==> config.mk <==
export PLATFORM = sky130hd
export DESIGN_NAME = bar_slot
export DESIGN_NICKNAME = d
export VERILOG_FILES = /design/src/rtl/bar_slot_pkg.sv /design/src/rtl/bar_cfg_decode.sv /design/src/rtl/bar_base_reg.sv /design/src/rtl/bar_read_port.sv /design/src/rtl/bar_slot.sv
export SDC_FILE = /design/constraint.sdc
export NUM_CORES = 1
export LEC_CHECK = 0
export BUFFER_PORTS_ARGS = -buffer_cell sky130_fd_sc_hd__buf_2
export CAP_MARGIN = 0
export CELL_PAD_IN_SITES_DETAIL_PLACEMENT = 0
export CELL_PAD_IN_SITES_GLOBAL_PLACEMENT = 2
export CORE_UTILIZATION = 30
export DETAILED_ROUTE_END_ITERATION = 8
export PLACE_DENSITY = 0.87
export SLEW_MARGIN = 20
export SYNTH_ARGS = -nofsm -noshare
export SYNTH_HDL_FRONTEND = slang
export SYNTH_SLANG_ARGS = --single-unit
==> constraint.sdc <==
create_clock -name clk -period 1.4 [get_ports clk]
set_clock_uncertainty 0.2 [all_clocks]
set_input_delay 0.14 -clock clk [delete_from_list [all_inputs] [get_ports clk]]
set_output_delay 0.14 -clock clk [all_outputs]
set_load 0.05 [all_outputs]
==> src/rtl/bar_slot_pkg.sv <==
package bar_slot_pkg;

  typedef enum logic [1:0] {
    KIND_NONE  = 2'd0,
    KIND_IO    = 2'd1,
    KIND_MEM32 = 2'd2,
    KIND_MEM64 = 2'd3
  } bar_kind_e;

  // log2 of the smallest power of two not below req
  function automatic int size_log2(input logic [63:0] req);
    int lg;
    lg = 0;
    for (int i = 0; i < 64; i++) begin
      if ((64'd1 << i) < req) lg = i + 1;
    end
    return lg;
  endfunction

  function automatic logic [63:0] size_mask(input int lg);
    logic [63:0] span;
    span = (lg >= 64) ? 64'hFFFF_FFFF_FFFF_FFFF : ((64'd1 << lg) - 64'd1);
    return ~span;
  endfunction

  function automatic logic [31:0] kind_field_mask(input bar_kind_e k);
    case (k)
      KIND_IO:    return 32'hFFFF_FFFC;
      KIND_MEM32: return 32'hFFFF_FFF0;
      KIND_MEM64: return 32'hFFFF_FFF0;
      default:    return 32'h0000_0000;
    endcase
  endfunction

  function automatic logic [31:0] kind_type_bits(input bar_kind_e k);
    case (k)
      KIND_IO:    return 32'h0000_0001;
      KIND_MEM64: return 32'h0000_000C;
      default:    return 32'h0000_0000;
    endcase
  endfunction

endpackage

==> src/rtl/bar_cfg_decode.sv <==
module bar_cfg_decode #(
  parameter int                CFG_AW   = 8,
  parameter logic [CFG_AW-1:0] SLOT_OFS = 8'h10,
  parameter bit                HAS_HI   = 1'b1
) (
  input  logic              cfg_wr,
  input  logic              cfg_rd,
  input  logic [CFG_AW-1:0] cfg_addr,
  input  logic [1:0]        cfg_size,
  output logic              wr_lo,
  output logic              wr_hi,
  output logic              rd_lo,
  output logic              rd_hi
);
  localparam int              IW     = CFG_AW - 2;
  localparam logic [IW-1:0]   LO_IDX = SLOT_OFS[CFG_AW-1:2];
  localparam logic [IW-1:0]   HI_IDX = LO_IDX + {{(IW-1){1'b0}}, 1'b1};
  localparam logic [1:0]      SZ_DWORD = 2'd2;

  logic [IW-1:0] idx;
  logic          dword_ok;
  logic          hit_lo;
  logic          hit_hi;

  always_comb begin
    idx      = cfg_addr[CFG_AW-1:2];
    dword_ok = (cfg_size == SZ_DWORD) && (cfg_addr[1:0] == 2'b00);
    hit_lo   = (idx == LO_IDX);
    hit_hi   = HAS_HI && (idx == HI_IDX);
    wr_lo    = cfg_wr && dword_ok && hit_lo;
    wr_hi    = cfg_wr && dword_ok && hit_hi;
    rd_lo    = cfg_rd && hit_lo;
    rd_hi    = cfg_rd && hit_hi;
  end

endmodule

==> src/rtl/bar_base_reg.sv <==
module bar_base_reg #(
  parameter int             W    = 32,
  parameter logic [W-1:0]   KEEP = '1
) (
  input  logic         clk,
  input  logic         rst_n,
  input  logic         we,
  input  logic [W-1:0] wdata,
  output logic [W-1:0] q
);
  logic [W-1:0] q_nxt;

  always_comb begin
    q_nxt = wdata & KEEP;
  end

  always_ff @(posedge clk or negedge rst_n) begin
    if (!rst_n) begin
      q <= '0;
    end else if (we) begin
      q <= q_nxt;
    end
  end

  AST_HOLD_IDLE: assert property (@(posedge clk) disable iff (!rst_n)
    !we |=> $stable(q)) else $error("base changed without write");

endmodule

==> src/rtl/bar_read_port.sv <==
module bar_read_port (
  input  logic        clk,
  input  logic        rst_n,
  input  logic        cfg_rd,
  input  logic        rd_lo,
  input  logic        rd_hi,
  input  logic [31:0] lo_view,
  input  logic [31:0] hi_view,
  output logic        rd_valid,
  output logic [31:0] rd_data
);
  logic [31:0] data_nxt;

  always_comb begin
    if (rd_lo)      data_nxt = lo_view;
    else if (rd_hi) data_nxt = hi_view;
    else            data_nxt = 32'h0;
  end

  always_ff @(posedge clk or negedge rst_n) begin
    if (!rst_n) begin
      rd_valid <= 1'b0;
    end else begin
      rd_valid <= cfg_rd;
    end
  end

  always_ff @(posedge clk or negedge rst_n) begin
    if (!rst_n) begin
      rd_data <= 32'h0;
    end else if (cfg_rd) begin
      rd_data <= data_nxt;
    end
  end

  AST_RD_ONE_CYCLE: assert property (@(posedge clk) disable iff (!rst_n)
    cfg_rd |=> rd_valid) else $error("read not answered");

endmodule

==> src/rtl/bar_slot.sv <==
module bar_slot
  import bar_slot_pkg::*;
#(
  parameter bar_kind_e         KIND     = KIND_MEM64,
  parameter logic [63:0]       REQ_SIZE = 64'h1_8000_0000,
  parameter int                CFG_AW   = 8,
  parameter logic [CFG_AW-1:0] SLOT_OFS = 8'h10
) (
  input  logic              clk,
  input  logic              rst_n,
  input  logic              cfg_wr,
  input  logic              cfg_rd,
  input  logic [CFG_AW-1:0] cfg_addr,
  input  logic [1:0]        cfg_size,
  input  logic [31:0]       cfg_wdata,
  output logic              rd_valid,
  output logic [31:0]       rd_data,
  output logic [63:0]       dec_base
);
  localparam int          SZ_LG     = size_log2(REQ_SIZE);
  localparam logic [63:0] FULL_MASK = size_mask(SZ_LG);
  localparam bit          HAS_HI    = (KIND == KIND_MEM64);
  localparam logic [31:0] LO_KEEP   = FULL_MASK[31:0] & kind_field_mask(KIND);
  localparam logic [31:0] HI_KEEP   = HAS_HI ? FULL_MASK[63:32] : 32'h0;
  localparam logic [31:0] TYPE_BITS = kind_type_bits(KIND);

  logic        wr_lo, wr_hi, rd_lo, rd_hi;
  logic [31:0] lo_q, hi_q;
  logic [31:0] lo_view, hi_view;

  bar_cfg_decode #(
    .CFG_AW   (CFG_AW),
    .SLOT_OFS (SLOT_OFS),
    .HAS_HI   (HAS_HI)
  ) u_decode (
    .cfg_wr   (cfg_wr),
    .cfg_rd   (cfg_rd),
    .cfg_addr (cfg_addr),
    .cfg_size (cfg_size),
    .wr_lo    (wr_lo),
    .wr_hi    (wr_hi),
    .rd_lo    (rd_lo),
    .rd_hi    (rd_hi)
  );

  generate
    if (KIND != KIND_NONE) begin : g_lo
      bar_base_reg #(.W(32), .KEEP(LO_KEEP)) u_lo (
        .clk   (clk),
        .rst_n (rst_n),
        .we    (wr_lo),
        .wdata (cfg_wdata),
        .q     (lo_q)
      );
    end else begin : g_no_lo
      assign lo_q = 32'h0;
    end

    if (HAS_HI) begin : g_hi
      bar_base_reg #(.W(32), .KEEP(HI_KEEP)) u_hi (
        .clk   (clk),
        .rst_n (rst_n),
        .we    (wr_hi),
        .wdata (cfg_wdata),
        .q     (hi_q)
      );
    end else begin : g_no_hi
      assign hi_q = 32'h0;
    end
  endgenerate

  always_comb begin
    lo_view  = lo_q | TYPE_BITS;
    hi_view  = hi_q;
    dec_base = {hi_q, lo_q};
  end

  bar_read_port u_rdport (
    .clk      (clk),
    .rst_n    (rst_n),
    .cfg_rd   (cfg_rd),
    .rd_lo    (rd_lo),
    .rd_hi    (rd_hi),
    .lo_view  (lo_view),
    .hi_view  (hi_view),
    .rd_valid (rd_valid),
    .rd_data  (rd_data)
  );

  AST_BASE_ALIGNED: assert property (@(posedge clk) disable iff (!rst_n)
    (dec_base & ~FULL_MASK) == 64'h0) else $error("base not size aligned");

  AST_ILLEGAL_HOLD: assert property (@(posedge clk) disable iff (!rst_n)
    (cfg_wr && (cfg_size != 2'd2 || cfg_addr[1:0] != 2'b00)) |=> $stable(dec_base))
    else $error("illegal write altered base");

  AST_TYPE_ON_READ: assert property (@(posedge clk) disable iff (!rst_n)
    $past(rd_lo) |-> (rd_data[3:0] == TYPE_BITS[3:0]))
    else $error("type bits wrong on read");

  AST_NONE_SILENT: assert property (@(posedge clk) disable iff (!rst_n)
    (KIND == KIND_NONE) |-> (dec_base == 64'h0 && rd_data == 32'h0))
    else $error("unimplemented slot not silent");

endmodule

-- Word-level counts from Yosys, hierarchy flattened
Index checks and enable logic that the tools add are counted.
- register bits: 64
- bits in latches: 0
- bits in writable memories: 0
- memory bits (read-only): 0
- bits of input ports: 46
- output and inout bits: 97
- word-level logic and storage cells: 14
- memories kept: 0
- add/sub/neg operators: 0
- multipliers: 0
- divide/modulo/power cells: 0
- magnitude comparators: 0
- equality and inequality tests: 3
- shift-type cells: 0
- mux-type cells: 2
- bitwise operators: 0
- reductions and logical operators: 6
- operator list (kind ; count):
    two-way mux 32 bit ; 2
    == test 6 x 3 -> 1 bit, second input constant ; 2
    logical AND 1 bit ; 5
    == test 2 bit, second input constant ; 1
    zero test 2 bit ; 1

-- Logic depth before layout (Yosys ltp)
Gate-level depths: netlist (run 1).
- word-level depth: 4
- depth in mapped cells: 5
- depth with buffers taken out: 4

-- Cells and area by module
Synthesis (run 1) repeated with hierarchy kept, for this count alone.
- cells, all modules: 288
- area, all modules: 3111.7 um2
- modules (own cells, without submodules) (module ; instances ; cells an instance ; area each (um2) ; seq. area each (um2)):
    bar_read_port ; 1 ; 178 ; 1616.6 ; 825.8
    bar_base_reg at g_hi.u_hi ; 1 ; 67 ; 1169.9 ; 775.7
    bar_base_reg at g_lo.u_lo ; 1 ; 33 ; 244.0 ; 0.0
    bar_cfg_decode ; 1 ; 9 ; 77.6 ; 0.0
    bar_slot ; 1 ; 1 ; 3.8 ; 0.0

-- Worst setup path before layout (run 1)
OpenSTA, ideal clock, no wires.
- path type: input -> register
- start point: input port cfg_addr[3]
- end point: register g_hi.u_hi.q[10]
- library setup time: 125 ps
- arrival time: 1125 ps
- data required time: 1075 ps
- setup slack: -50 ps
- stages: 5
- buffers on the path: 1
- cell sequence: nor2_1 -> nand4_4 -> nor2_8 -> buf_12 -> mux2_4
- cells in the longest elaborated chain, start to end: 2
- RTL lines (item ; line ; text):
    from (decl) ; bar_slot.sv:13 ; input logic [CFG_AW-1:0] cfg_addr,
    == test 6 x 3 -> 1 bit ; bar_cfg_decode.sv:29 ; hit_hi = HAS_HI && (idx == HI_IDX);
    logical AND 1 bit ; bar_cfg_decode.sv:31 ; wr_hi = cfg_wr && dword_ok && hit_hi;
    to (signal assigned) ; bar_base_reg.sv:21 ; q <= q_nxt;
    to (decl) ; bar_base_reg.sv:9 ; output logic [W-1:0] q
Every way passes these cells.
A chain may end at the register's enable or synchronous reset.

-- Final worst setup path (run 1)
- start point: register g_hi.u_hi.q[6]
- end point: output port dec_base[38]
- RTL lines (item ; line ; text):
    to (decl) ; bar_slot.sv:18 ; output logic [63:0] dec_base
No word-level cell between the ends.

==> metrics.cfg, run 1 <==
[worst_setup_path]
reg2reg_to = u_rdport.rd_data[3]$_DFFE_PN0P_
arrival_ns = 1.00
max_stage_delay_ns = 0.38
start_kind = flop
crit_path_cell_trace = buf_2
crit_start = g_hi.u_hi.q[6]$_DFFE_PN0P_
r2r.worst_path.cells = 3
cp.depth = 1
rrSetupSlack_ns = 0.38
r2r-start = g_hi.u_hi.q[3]$_DFFE_PN0P_
path_max_fanout = 3
end_kind = primary output
crit_family = flip-flops
criticalPathCategory = flop to primary output
cp_slowest_cell = dfrtp_1
required_ns = 1.06
path_buf_inv = 1

[clocking]
cts_tree = yes
clkLatencyLatePin_ns = 0.34
h-tree-depth = 3
max-clock-path-buffers = 2
cts_buffers = 9
clkSinkCount = 63
root_buffer = clkbuf_8
path_clk_slew_ns = 0.07

[timing]
max_freq_mhz = 746
setup_viol = 0
hold_viol_final = 0
period_minus_slack_ns = 1.34
finalWorstSetupSlack_ns = 0.0592
slew_viol_final = 0
rsz0062_at_grt = false
fin_crit_sh = 0.958
fin_tns_setup_ns = 0

[yosys]
synthTopCellsByArea = dfrtp_1 54%, mux2_4 15%, buf_4 8.7%, o22ai_1 6.2%, inv_1 4.0%
synthCells = 244
postSynthAreaPerCell_um2 = 12.0
ys_seq_area_frac = 0.540
synth_top_area_cell = dfrtp_1
synthMuxAreaShare = 0.158
synth_top_family_by_area = buffers and inverters
synth_compound_area_frac = 0.0655
synth_area_um2 = 2920
ys_types = 21
synthAdderAreaFrac = 0
synthXorXnorAreaFrac = 0
yosysTopAreaCellShare = 0.540
synth.ff_latch_count = 63
ys_warn_count = 0
synth-simple-area-share = 0.0741

[global_route]
grt_antenna_before_repair = 0
grt_max_degree = 64
grt_usage = 0.131
grt_pass1_vias = 1994
overflow = 0
grt_pass1_wl_um = 10000

[placed_design]
pre_cts_ws_ns = -0.214
gp_congestion = 0.645
portBuffers = 107
dp_hpwl_um = 4150

[floorplan]
rows = 35
num_io_pins = 143
coreArea_um2 = 9330
die_h_um = 101
dieArea_um2 = 10100
die_w_um = 101
initial_core_util = 0.313

[worst_hold_path]
hold_start = cfg_addr[2]
holdPathStages = 5
worstHoldPathType = input pin to flop
min_to = u_rdport.rd_data[2]$_DFFE_PN0P_

[final_layout]
final_common_cell = buf_2
final_cell_mix = 103 x buf_2, 63 x dfrtp_1, 34 x conb_1
multi_input_area_um2 = 1000
register_area_um2 = 1580
nNetsFinal = 433
fill_cells = 906
drive_gt1_frac = 0.421
syn_to_final_growth_pct = 38.6
diodes = 0

[pwr]
ir_worst_vdd_mv = 0.357
p_leak_nw = 2.09
powerDensity_nw_per_um2 = 1030

[routing]
drtIter0Drc = 23
wl_um = 6440
wire_per_inst_um = 12.4
antenna_left = 0
drc = 0
avgViaCountPerCell = 4.11
num_vias = 2142
firstDrtPassIters = 4

[run_status]
status = complete, no violations

[flow_run]
max-cap-violations = 0

-- state kept, by name, summed over array words and instances (netlist names) --
register	count
u_rdport.rd_data	31
u_rdport.rd_valid	1
g_hi.u_hi.q	31
-- cell type report --
cell class / instances / area share
Multi-Input combinational cell: 136 / 0.247
Sequential cell: 63 / 0.389
Tap cell: 129 / 0.0399
Clock buffer: 11 / 0.0349
Timing Repair Buffer: 146 / 0.240
Clock inverter: 5 / 0.0201
Inverter: 31 / 0.0287
-- repair_timing --
action / CTS / global route
buffers inserted: 0 / 0
setup endpoints to repair: 0 / 4
resized for setup: 0 / 4
hold buffers: 33 / 0
hold endpoints to repair: 95 / 0
-- worst max path at each step --
| stage | endpoint |
|---|---|
| floorplan | g_hi.u_hi.q[10]$_DFFE_PN0P_ |
| global placement | g_hi.u_hi.q[20]$_DFFE_PN0P_ |
| detailed placement | g_hi.u_hi.q[20]$_DFFE_PN0P_ |
| CTS | dec_base[40] |
| global route | dec_base[55] |
| finish | dec_base[38] |
-- logic make-up after synthesis --
group                  after synthesis
buffers and inverters               78
flip-flops                          63
AND/OR/NAND/NOR                     40
AO/OA/AOI/OAI                       31
multiplexers                        31
other                                1
-- synthesized netlist by cell type (all sizes together) --
master,n
mux2,31
nand4,1
o22ai,29
o21ai,2
clkbuf,7
conb,1
nand2,30
nand3,2
inv,31
dfrtp,63
nor2,3
nand2b,2
buf,40
and3,1
nor4b,1
-- per-layer routing --
layer / GRT usage / up-vias / share of wire
met5: 0 / - / 0
met4: 0.0669 / 0 / 0.019
met3: 0.0340 / 11 / 0.053
met2: 0.212 / 79 / 0.49
met1: 0.162 / 1033 / 0.44
li1: - / 1019 / -
-- metrics by stage --
stage	power [W]	util	instance area (um^2)	hold slack [ns]	std cells
finish	0.00416	0.434	4050	0.0505	521
detailed placement	0.00234	0.374	3490	-0.0192	472
CTS	0.00422	0.433	4040	0.0310	521
global placement	0.00234	0.374	3490	-0.0243	472
global route	0.00434	0.434	4050	0.0669	521
floorplan	0.00227	-	3050	-0.356	277
-- where the power goes --
| part | internal (W) | switching, W | leakage (nW) |
|---|---|---|---|
| clock network | 0.00105 | 0.000730 | 0.110 |
| registers | 0.00183 | 0.0000120 | 0.877 |
| logic | 0.000157 | 0.000375 | 1.10 |
No activity file was read; power rests on OpenSTA's default activity.
==> run 2, diff against run 1 <==
CORE_ASPECT_RATIO = 0.8   (was default)
==> run 2 against run 1 <==
The run now ends with design-rule violations left; clock power up 20%; clock-buffer cell count is 1 lower; die area about the same; non-clock buffer count increased by 1; flip-flop and latch count stayed put; sequential share of layout area down 0.30 points; first-iteration DRC count rose to 3.3 times the previous value; global-route usage up 0.36 points.
==> metrics.cfg, run 2 (synthesis results as in run 1) <==
[routing]
drc = 9  ; +9
avgViaCountPerCell = 4.15  ; +1.0%
wl_um = 6420  ; -0.39%
num_vias = 2102  ; -1.9%
drtIter0Drc = 76  ; +230%
firstDrtPassIters = 6  ; +2
antenna_left = 0  ; unchanged
wire_per_inst_um = 12.7  ; +2.6%

[timing]
rsz0062_at_grt = false
fin_crit_sh = 0.942  ; -0.0161
whs_ns = 0.0830  ; +0.0325 ns
max_freq_mhz = 759  ; +1.7%
period_minus_slack_ns = 1.32  ; -0.0226 ns
hold_viol_final = 0  ; unchanged
slew_viol_final = 0  ; unchanged
setup_viol = 0  ; unchanged

[clocking]
root_buffer = clkbuf_16
clkSinkCount = 63  ; unchanged
cts_tree = yes
cts_buffers = 9  ; unchanged
post_cts_buffers = 0  ; unchanged
clkLatencyLatePin_ns = 0.32  ; -0.02 ns
path_clk_slew_ns = 0.05  ; -0.02 ns
h-tree-depth = 3  ; unchanged
max-clock-path-buffers = 2  ; unchanged

[worst_setup_path]
required_ns = 1.40  ; +0.34 ns
r2r-start = g_hi.u_hi.q[3]$_DFFE_PN0P_
start_kind = input pin
criticalPathCategory = input pin to flop
end_kind = flop
crit_start = cfg_size[0]
arrival_ns = 1.32  ; +0.32 ns
path_max_fanout = 18  ; +15

[run_status]
status = complete, but fails checks
violations = design-rule violations

[pwr]
p_sw_w = 0.00113  ; +1.2%
ir_worst_vdd_mv = 0.451  ; +26%
powerDensity_nw_per_um2 = 1110  ; +7.9%
p_int_w = 0.00339  ; +11%
clkPwrFrac = 0.474  ; +0.046
p_comb_frac = 0.117  ; -0.011
p_sw_frac = 0.250  ; -0.0186
p_leak_nw = 2.13  ; +1.7%
seq_power_share = 0.409  ; -0.035

[placed_design]
dp_hpwl_um = 4220  ; +1.7%
gp_congestion = 0.681  ; +5.7%
portBuffers = 107  ; unchanged
place_area_um2 = 3460  ; -0.65%

[flow_run]
max-cap-violations = 0  ; unchanged

[final_layout]
drive_gt1_frac = 0.422  ; +0.00108
final_cell_mix = 107 x buf_2, 63 x dfrtp_1, 34 x conb_1
register_area_um2 = 1580  ; unchanged
syn_to_final_growth_pct = 39.7
design_area_um2 = 4080  ; +0.77%
fill_cells = 885  ; -2.3%
multi_input_area_um2 = 1000  ; unchanged
diodes = 0  ; unchanged
final_common_cell = buf_2
nNetsFinal = 434  ; +0.23%
top_regs = g_hi.u_hi.q (31), u_rdport.rd_data (31), u_rdport.rd_valid (1)

[floorplan]
die_w_um = 112  ; +12%
coreArea_um2 = 9270  ; -0.62%
initial_core_util = 0.315  ; +0.00194
rows = 31  ; -11%
num_io_pins = 143  ; unchanged
dieArea_um2 = 10100  ; about the same
die_h_um = 90.3  ; -10%

[global_route]
grt_pass1_wl_um = 10500  ; +4.5%
grt_usage = 0.135  ; +0.00355
grt_max_degree = 64  ; unchanged
grt_pass1_vias = 1987  ; -0.35%
grt_antenna_before_repair = 0  ; unchanged
overflow = 0  ; unchanged

[worst_hold_path]
worstHoldPathType = input pin to flop
hold_start = cfg_addr[2]

run 2: power by group through the flow:
stage               registers (W)  logic, W  clock network, W
detailed placement        0.00188  0.000461                 0
CTS                       0.00185  0.000533           0.00223
floorplan                 0.00194  0.000334                 0
global placement          0.00188  0.000457                 0
global route              0.00185  0.000564           0.00230
finish                    0.00185  0.000530           0.00214
run 2: timing repair:
action / CTS / global route
hold buffers: 33 / 0
hold endpoints to repair: 95 / 0
gates resized for setup: 0 / 0
run 2: per-layer routing:
metal  GRT usage  part of all wire  vias up  wire, um
li1            -                 -     1015         -
met1       0.182              0.47     1001      3020
met2       0.203              0.46       82      2930
met3      0.0456             0.066        4       426
met4      0.0433            0.0051        0        33
met5           0                 0        -         0
run 2: layout make-up:
type	count	share of cell area
repair buffers	147	0.234
inverters	31	0.0285
clock buffers	10	0.0586
flip-flops and latches	63	0.386
well taps	115	0.0353
clock inverters	4	0.0116
multi-input cells	136	0.246
run 2: stage by stage:
| step | worst slack, ns | power, W | setup TNS [ns] | cells | utilization |
|---|---|---|---|---|---|
| after floorplan | -0.0367 | 0.00227 | -1.10 | 277 | - |
| after global placement | -0.251 | 0.00234 | -6.62 | 459 | 0.374 |
| after detailed placement | -0.269 | 0.00234 | -7.19 | 459 | 0.374 |
| after CTS | 0.0607 | 0.00461 | 0 | 506 | 0.440 |
| after global routing | 0.0224 | 0.00471 | 0 | 506 | 0.440 |
| final | 0.0818 | 0.00452 | 0 | 506 | 0.440 |
run 2: path summary, 6_finish.rpt:
path | end | slack, ns | cells after the start
setup / recovery | g_hi.u_hi.q[20]$_DFFE_PN0P_ | 0.08 | 6
hold / removal | u_rdport.rd_data[2]$_DFFE_PN0P_ | 0.08 | 5
setup reg to reg | u_rdport.rd_data[3]$_DFFE_PN0P_ | 0.37 | 3
hold reg to reg | u_rdport.rd_data[17]$_DFFE_PN0P_ | 0.32 | 2
max in group asynchronous | u_rdport.rd_data[21]$_DFFE_PN0P_ | 0.56 | 3
min in group asynchronous | u_rdport.rd_data[2]$_DFFE_PN0P_ | 0.17 | 3
run 2: worst max-delay path, cell delays in order:
cell and delay, ns:
buf_2 0.11, nor4b_4 0.28, nand2_2 0.12, nor2_8 0.12
buf_12 0.20, mux2_2 0.35
==> run 3, diff against run 2 <==
CORE_MARGIN = 2   (was default)
==> run 3 against run 2 <==
The run now ends clean; via count down 2.2%; core utilization down 0.96 points; global-route usage down 0.66 points; flip-flop and latch count unchanged; register-to-register slack about the same; hold slack better by 0.0010 ns; critical path depth down 5; cell count up 1.2%.
==> metrics.cfg, run 3 (synthesis results as in run 1) <==
[placed_design]
gp_congestion = 0.708  ; +4.0%
dp_hpwl_um = 4360  ; +3.3%
post-place-cells = 463  ; +0.87%
portBuffers = 107  ; unchanged

[clocking]
post_cts_buffers = 0  ; unchanged
cts_resized = 0  ; unchanged
max-clock-path-buffers = 2  ; unchanged
clkLatencyLatePin_ns = 0.32  ; about the same
cts_buffers = 9  ; unchanged
cts_tree = yes
ctsHoldBuffers = 33  ; unchanged
path_clk_slew_ns = 0.05  ; about the same
root_buffer = clkbuf_16
clkSinkCount = 63  ; unchanged
h-tree-depth = 3  ; unchanged

[timing]
hold_viol_final = 0  ; unchanged
whs_ns = 0.0840  ; +0.00100 ns
fin_crit_sh = 0.948  ; +0.00626
max_freq_mhz = 754  ; -0.66%
period_minus_slack_ns = 1.33  ; +0.00876 ns
rsz0062_at_grt = false
setup_viol = 0  ; unchanged
slew_viol_final = 0  ; unchanged

[worst_setup_path]
path_max_fanout = 3  ; -15
path_buf_inv = 1  ; -1
criticalPathCategory = flop to primary output
arrival_ns = 0.99  ; -0.33 ns
cp_slowest_cell = dfrtp_1
required_ns = 1.06  ; -0.34 ns
end_kind = primary output
crit_family = flip-flops
crit_path_cell_trace = buf_2
max_stage_delay_ns = 0.39  ; +0.04 ns
start_kind = flop

[final_layout]
final_cell_mix = 107 x buf_2, 63 x dfrtp_1, 34 x conb_1
final_cells = 512  ; +1.2%
final_common_cell = buf_2
fill_cells = 937  ; +5.9%
nNetsFinal = 434  ; unchanged
multi_input_area_um2 = 1000  ; unchanged
register_area_um2 = 1580  ; unchanged
top_regs = g_hi.u_hi.q (31), u_rdport.rd_data (31), u_rdport.rd_valid (1)
syn_to_final_growth_pct = 41.1
drive_gt1_frac = 0.425  ; +0.00294
diodes = 0  ; unchanged

[floorplan]
die_w_um = 114  ; +1.8%
coreArea_um2 = 9570  ; +3.2%
dieArea_um2 = 10500  ; +4.0%
die_h_um = 92.3  ; +2.2%
initial_core_util = 0.305  ; -0.00985
num_io_pins = 143  ; unchanged
rows = 32  ; +3.2%

[pwr]
p_leak_nw = 2.14  ; +0.66%
powerDensity_nw_per_um2 = 1120  ; +1.2%
power.total_w = 0.00462  ; +2.1%
ir_worst_vdd_mv = 0.477  ; +5.7%

[routing]
num_vias = 2055  ; -2.2%
avgViaCountPerCell = 4.01  ; -3.4%
firstDrtPassIters = 4  ; -2
drc = 0  ; -9
wl_um = 6400  ; -0.25%
wire_per_inst_um = 12.5  ; -1.4%
antenna_left = 0  ; unchanged
drtIter0Drc = 54  ; -29%

[global_route]
grt_pass1_wl_um = 10400  ; -0.52%
grt_max_degree = 64  ; unchanged
grt_pass1_vias = 2084  ; +4.9%
grt_usage = 0.128  ; -0.00663
overflow = 0  ; unchanged
grt_antenna_before_repair = 0  ; unchanged

[worst_hold_path]
worstHoldPathType = input pin to flop

[run_status]
status = complete, no violations

[flow_run]
max-cap-violations = 0  ; unchanged

## run 3: cell count changes in the layout (fill, tap and decap cells not counted)
cell,before,now
buf_12,3,4
buf_4,4,3
clkbuf_8,1,2
clkinv_4,0,1
## run 3: path summary, 6_finish.rpt
kind | startpoint | to | slack, ns | cells past startpoint
max in group asynchronous | rst_n | g_hi.u_hi.q[14]$_DFFE_PN0P_ | 0.55 | 3
hold / removal | cfg_addr[2] | u_rdport.rd_data[3]$_DFFE_PN0P_ | 0.08 | 5
min in group asynchronous | rst_n | g_hi.u_hi.q[9]$_DFFE_PN0P_ | 0.16 | 3
hold reg to reg | u_rdport.rd_data[15]$_DFFE_PN0P_ | u_rdport.rd_data[15]$_DFFE_PN0P_ | 0.32 | 2
setup reg to reg | g_hi.u_hi.q[2]$_DFFE_PN0P_ | u_rdport.rd_data[2]$_DFFE_PN0P_ | 0.37 | 3
setup / recovery | g_hi.u_hi.q[5]$_DFFE_PN0P_ | dec_base[37] | 0.07 | 1
## run 3: report_power, final
part	leakage [nW]	internal (W)	switching, W
Sequential	0.877	0.00184	0.0000116
Combinational	1.11	0.000156	0.000374
Clock	0.152	0.00147	0.000769
Total	2.14	0.00346	0.00116
## run 3: cell type report
class,instances,area share
Sequential cell,63,0.383
Multi-Input combinational cell,136,0.243
Clock buffer,11,0.0613
Timing Repair Buffer,147,0.235
Inverter,31,0.0282
Tap cell,119,0.0361
Clock inverter,5,0.0137
## run 3: metrics by stage
stage | worst slack [ns] | area, um^2 | util | TNS, ns
final | 0.0730 | 4120 | 0.431 | 0
after global routing | 0.0284 | 4120 | 0.431 | 0
after CTS | 0.0557 | 4120 | 0.431 | 0
after detailed placement | -0.254 | 3480 | 0.364 | -7.12
after global placement | -0.225 | 3480 | 0.364 | -6.26
after floorplan | -0.0367 | 3050 | - | -1.10
## run 3: per-layer routing
metal / vias to the layer above / GRT usage / part of all wire
met5: - / 0 / 0
met4: 0 / 0.0396 / 0.010
met3: 6 / 0.0522 / 0.071
met2: 73 / 0.191 / 0.45
met1: 958 / 0.169 / 0.47
li1: 1018 / - / -
